[src/rtl/dn_gate_pkg.sv]
package dn_gate_pkg;

  typedef enum logic [1:0] {
    KIND_PWR  = 2'b00,
    KIND_MRD  = 2'b01,
    KIND_NPIO = 2'b10,
    KIND_RSP  = 2'b11
  } dn_kind_e;

  function automatic logic kind_nonposted(input dn_kind_e k);
    return (k == KIND_MRD) || (k == KIND_NPIO);
  endfunction

  function automatic logic kind_memory(input dn_kind_e k);
    return (k == KIND_PWR) || (k == KIND_MRD);
  endfunction

endpackage

[src/rtl/dn_rst_sync.sv]
module dn_rst_sync #(
  parameter int STAGES = 2
) (
  input  logic clk,
  input  logic rst_n_in,
  output logic rst_n_out
);

  logic [STAGES-1:0] stage_q;
  logic [STAGES-1:0] stage_d;

  always_comb begin
    stage_d = {stage_q[STAGES-2:0], 1'b1};
  end

  always_ff @(posedge clk or negedge rst_n_in) begin
    if (!rst_n_in) begin
      stage_q <= '0;
    end else begin
      stage_q <= stage_d;
    end
  end

  assign rst_n_out = stage_q[STAGES-1];

endmodule

[src/rtl/dn_req_class.sv]
module dn_req_class
  import dn_gate_pkg::*;
#(
  parameter int SEQ_W = 4
) (
  input  logic [1:0]       kind,
  input  logic [SEQ_W-1:0] seq,
  output logic             nonposted,
  output logic             memory,
  output logic             tracked
);

  dn_kind_e kind_e;

  always_comb begin
    kind_e    = dn_kind_e'(kind);
    nonposted = kind_nonposted(kind_e);
    memory    = kind_memory(kind_e);
    tracked   = nonposted && (seq != '0);
  end

endmodule

[src/rtl/dn_attr_map.sv]
module dn_attr_map
  import dn_gate_pkg::*;
(
  input  logic [1:0] kind,
  input  logic       memory,
  input  logic       cmd3,
  input  logic       coh,
  input  logic       pass_pw,
  input  logic       orig_ro,
  output logic       ro,
  output logic       ns
);

  always_comb begin
    unique case (dn_kind_e'(kind))
      KIND_PWR:  ro = pass_pw;
      KIND_MRD:  ro = cmd3;
      KIND_NPIO: ro = 1'b0;
      KIND_RSP:  ro = orig_ro;
      default:   ro = 1'b0;
    endcase
    ns = memory ? ~coh : 1'b0;
  end

endmodule

[src/rtl/dn_seq_tracker.sv]
module dn_seq_tracker #(
  parameter int SEQ_W = 4
) (
  input  logic                    clk,
  input  logic                    rst_n,
  input  logic                    set_en,
  input  logic [SEQ_W-1:0]        set_seq,
  input  logic                    clr_en,
  input  logic [SEQ_W-1:0]        clr_seq,
  input  logic [SEQ_W-1:0]        look_seq,
  output logic [(1<<SEQ_W)-1:0]   busy,
  output logic                    look_busy
);

  localparam int NSLOT = 1 << SEQ_W;

  assign busy[0] = 1'b0;

  for (genvar i = 1; i < NSLOT; i++) begin : g_slot
    logic hit_set;
    logic hit_clr;
    logic slot_en;
    logic slot_d;
    logic slot_q;

    always_comb begin
      hit_set = set_en && (set_seq == SEQ_W'(i));
      hit_clr = clr_en && (clr_seq == SEQ_W'(i));
      slot_en = hit_set || hit_clr;
      slot_d  = hit_set;
    end

    always_ff @(posedge clk or negedge rst_n) begin
      if (!rst_n) begin
        slot_q <= 1'b0;
      end else if (slot_en) begin
        slot_q <= slot_d;
      end
    end

    assign busy[i] = slot_q;
  end

  always_comb begin
    look_busy = busy[look_seq] && !(clr_en && (clr_seq == look_seq));
  end

endmodule

[src/rtl/dn_order_gate.sv]
module dn_order_gate #(
  parameter int SEQ_W      = 4,
  parameter int SYNC_STAGE = 2
) (
  input  logic             clk,
  input  logic             rst_n,
  input  logic             req_valid,
  output logic             req_ready,
  input  logic [1:0]       req_kind,
  input  logic [SEQ_W-1:0] req_seq,
  input  logic             req_cmd3,
  input  logic             req_coh,
  input  logic             req_pass_pw,
  input  logic             req_orig_ro,
  input  logic             cpl_valid,
  input  logic [SEQ_W-1:0] cpl_seq,
  output logic             fwd_valid,
  input  logic             fwd_ready,
  output logic [1:0]       fwd_kind,
  output logic [SEQ_W-1:0] fwd_seq,
  output logic             fwd_ro,
  output logic             fwd_ns
);

  localparam int NSLOT = 1 << SEQ_W;

  logic             rst_sync_n;
  logic             is_np;
  logic             is_mem;
  logic             is_tracked;
  logic             conflict;
  logic             issue;
  logic             set_en;
  logic             clr_en;
  logic [NSLOT-1:0] seq_busy;

  dn_rst_sync #(.STAGES(SYNC_STAGE)) i_rst_sync (
    .clk       (clk),
    .rst_n_in  (rst_n),
    .rst_n_out (rst_sync_n)
  );

  dn_req_class #(.SEQ_W(SEQ_W)) i_class (
    .kind      (req_kind),
    .seq       (req_seq),
    .nonposted (is_np),
    .memory    (is_mem),
    .tracked   (is_tracked)
  );

  dn_attr_map i_attr (
    .kind    (req_kind),
    .memory  (is_mem),
    .cmd3    (req_cmd3),
    .coh     (req_coh),
    .pass_pw (req_pass_pw),
    .orig_ro (req_orig_ro),
    .ro      (fwd_ro),
    .ns      (fwd_ns)
  );

  dn_seq_tracker #(.SEQ_W(SEQ_W)) i_tracker (
    .clk       (clk),
    .rst_n     (rst_sync_n),
    .set_en    (set_en),
    .set_seq   (req_seq),
    .clr_en    (clr_en),
    .clr_seq   (cpl_seq),
    .look_seq  (req_seq),
    .busy      (seq_busy),
    .look_busy (conflict)
  );

  always_comb begin
    fwd_valid = rst_sync_n && req_valid && !(is_tracked && conflict);
    req_ready = rst_sync_n && fwd_ready && !(is_tracked && conflict);
    issue     = req_valid && req_ready;
    set_en    = issue && is_tracked;
    clr_en    = rst_sync_n && cpl_valid && (cpl_seq != '0);
    fwd_kind  = req_kind;
    fwd_seq   = req_seq;
  end

  logic unused_np;
  assign unused_np = is_np;

endmodule

[config.mk]
export PLATFORM = sky130hd
export DESIGN_NAME = dn_order_gate
export DESIGN_NICKNAME = d
export VERILOG_FILES = /design/src/rtl/dn_gate_pkg.sv /design/src/rtl/dn_rst_sync.sv /design/src/rtl/dn_req_class.sv /design/src/rtl/dn_attr_map.sv /design/src/rtl/dn_seq_tracker.sv /design/src/rtl/dn_order_gate.sv
export SDC_FILE = /design/constraint.sdc
export NUM_CORES = 1
export LEC_CHECK = 0
export ABC_AREA = 1
export BUFFER_PORTS_ARGS = -buffer_cell sky130_fd_sc_hd__buf_2
export CAP_MARGIN = 0
export CELL_PAD_IN_SITES_DETAIL_PLACEMENT = 1
export CELL_PAD_IN_SITES_GLOBAL_PLACEMENT = 2
export CORE_AREA = 2 2 72 74
export DETAILED_ROUTE_END_ITERATION = 8
export DIE_AREA = 0 0 74 76
export GPL_TIMING_DRIVEN = 1
export PLACE_DENSITY = 0.73
export SLEW_MARGIN = 20
export SYNTH_ARGS = -nofsm -noshare
export SYNTH_HDL_FRONTEND = slang
export SYNTH_SLANG_ARGS = --single-unit
[constraint.sdc]
create_clock -name clk -period 1.95 [get_ports clk]
set_clock_uncertainty 0.05 [all_clocks]
set_input_delay 0.0975 -clock clk [delete_from_list [all_inputs] [get_ports clk]]
set_output_delay 0.0975 -clock clk [all_outputs]
set_load 0.05 [all_outputs]
==> impl_metrics.toml <==
[global_routing]
grt_max_degree = 18
grtUsageTotal = 0.1709
first_global_vias = 1406
overflow = 0
grt_pass1_wl_mm = 7.258
antenna_found_initial = 0

[layout]
finalInstanceArea_um2 = 1564
layout-drive-gt1-share = 0.2278
instances_no_fill = 307
nFillCells = 657
layout.nets = 260
antenna_cells = 0
area_delta_synth_final_pct = 18.60

[drt]
drc_errors = 0
top_layer = "met4"
via_per_inst = 4.586
wirelength_met1_mm = 2.083
num_vias = 1408
wl_met3_um = 138
initialDrtViolationCount = 52
wl_per_cell_um = 14.62
dr_wl_met2_mm = 2.192
ant_nets = 0
wirelength_mm = 4.487
first_pass_iters = 4

[clocking]
clock_latency_ns = 0.26
htreeDepth = 1
cts_tree = "yes"
cts.sinks = 17
cts_root_buf = "clkbuf_8"
cts_buffers = 3
clk_pin_slew_ns = 0.08
cts_buffer_depth = 2

[power_and_ir_drop]
fin_total_pwr_uw = 986.6
leakagePower_uw = 0.0008650
power_density_nw_per_um2 = 630.8
ir_worst_vdd_v = 0.0001972

[logic_synthesis]
muxShareOfSynthArea = 0
synth_seq_cells = 17
synth_fp_nets = 232
avgSynthCellArea_um2 = 6.280
synth.area.top_cells = "dfrtp_1 32%, nand2_1 26%, nor2_1 7.4%, nand4_1 7.1%, nand3_1 3.8%"
synth_ff_type = "dfrtp_1"
synthAdderAreaFrac = 0.02846
syn_area_um2 = 1319
synth_top_area_share = 0.3226
synth-compound-area-share = 0.03605
synth_common_cells = "92 x nand2_1, 26 x nor2_1, 17 x dfrtp_1, 15 x nand4_1, 11 x inv_1"
synth-simple-area-share = 0.4848
synth_cell_type_count = 21
async_flop_share = 1.000
synth-edff-count = 0
synth_most_common_cell = "nand2_1"
synth-xor-area-share = 0
yosysWarnings = 0
synthCells = 210
yosys.area.top_type = "dfrtp_1"
yosysSeqAreaShare = 0.3226
synth_top_family_by_area = "simple AND/OR/NAND/NOR gates"

[sta]
fin_crit_ns = 1.756
relSlewSlack = 0.6403
setup_tns_ns = 0
worstMarginPinSlew_ns = 0.5355
hold_viol = 0
drv_slew = 0
final-setup-viol-count = 0
min_period_over_period = 0.9004
finalWorstSetupSlack_ns = 0.1943
fmax_mhz = 569.6
grt_setup_unrepaired = "no"

[outcome]
status = "finished clean"

[place]
gp_congestion = 0.8354
post-place-ws_ns = 0.3025
dpl.hpwl_mm = 3.602
placed_cell_area_um2 = 1503
port_buffers = 28
dpl.cell_count = 302

[job]
drv_cap = 0

[worst_setup_path]
worst_setup_path_end_kind = "output pin"
critical_path.max_fanout = 3
worstSetupPathType = "register to output pin"
cp.required_ns = 1.80
worstSetupStartpointType = "register"
cp.arrival_ns = 1.61

[floorplanning]
die-height_um = 76
die_w_um = 74
initial_core_util = 0.2685
num_io_pins = 29
coreArea_um2 = 4912
rows = 26
die_area_um2 = 5624

[min_path]
hold_path_class = "input pin to asynchronous set/reset pin"
## per-layer routing
layer,GRT usage,up-vias
met3,0.01720,7
met5,0,-
li1,-,705
met4,0.04909,0
met1,0.2414,667
met2,0.2732,29
## critical path: stages, from the launching register on
cell and delay [ns]:
dfrtp_1 0.41, nand2_1 0.09, nand2_1 0.06, nand2_1 0.06, nand2_1 0.06, nand2_1 0.05
nand2_1 0.08, o21ai_4 0.16, nand2_1 0.11, nor2_4 0.08, buf_4 0.19
## cells by family (layout without fill, tap and decap cells)
| family | count (synthesis) | count (layout) |
|---|---|---|
| DFF | 17 | 17 |
| buffers and inverters | 31 | 58 |
| and+or+nand+nor | 152 | 152 |
| adders and majority gates | 3 | 3 |
| AOI/OAI and AO/OA | 6 | 6 |
| other | 1 | 1 |
## through the flow
step | util | hold slack [ns]
finish | 0.3184 | 0.1184
global route | 0.3184 | 0.1337
CTS | 0.3174 | 0.1268
detailed placement | 0.3059 | -0.1565
global placement | 0.3059 | -0.1563
floorplan | - | -0.2481
## state kept, by name (all words and copies together), names as in the netlist
name and count:
i_rst_sync.stage_q 2, i_tracker.g_slot.slot_q 15
## where the power goes
group          internal (uW)  switching, uW  leakage (uW)
Sequential               393           25.3      0.000226
Combinational           88.5            199      0.000614
Clock                    142            138     0.0000255
Total                    624            363      0.000865
## worst paths after layout
kind / startpoint / end / slack (ns) / depth (start not counted)
max in group asynchronous: i_rst_sync.stage_q[1] / i_tracker.g_slot[15].slot_q / 1.47 / 1
min in group clk: cpl_seq[2] / i_tracker.g_slot[7].slot_q / 0.15 / 4
setup / recovery: i_tracker.g_slot[6].slot_q / fwd_valid / 0.19 / 10
setup reg to reg: i_tracker.g_slot[6].slot_q / i_tracker.g_slot[10].slot_q / 0.40 / 10
hold / removal: rst_n / i_rst_sync.stage_q[0] / 0.12 / 2
hold reg to reg: i_rst_sync.stage_q[1] / i_tracker.g_slot[10].slot_q / 0.17 / 1
## final cells by class
| class | count | area (um^2) | area share |
|---|---|---|---|
| multi-input cells | 162 | 733.2 | 0.4688 |
| flip-flops and latches | 17 | 425.4 | 0.2720 |
| repair buffers | 35 | 200.2 | 0.1280 |
| well taps | 70 | 87.58 | 0.05600 |
| inverters | 19 | 71.32 | 0.04560 |
| clock buffers | 3 | 41.29 | 0.02640 |
| clock inverters | 1 | 5.005 | 0.003200 |
## cell usage in the layout (no fill, tap or decap), types with 7 or more instances in the layout
master	count
inv_1	10
nand2_1	92
nor2_1	26
buf_4	7
inv_2	9
dfrtp_1	17
buf_2	26
nand4_1	15
nand3_1	10
## repair_timing
action / 4_1_cts / 5_1_grt
setup buffers: 0 / 0
hold buffers: 1 / 0
gates resized for setup: 0 / 4
setup endpoints to repair: 0 / 2
endpoints found under the hold margin: 2 / 0
(Power assumes the default switching activity.)
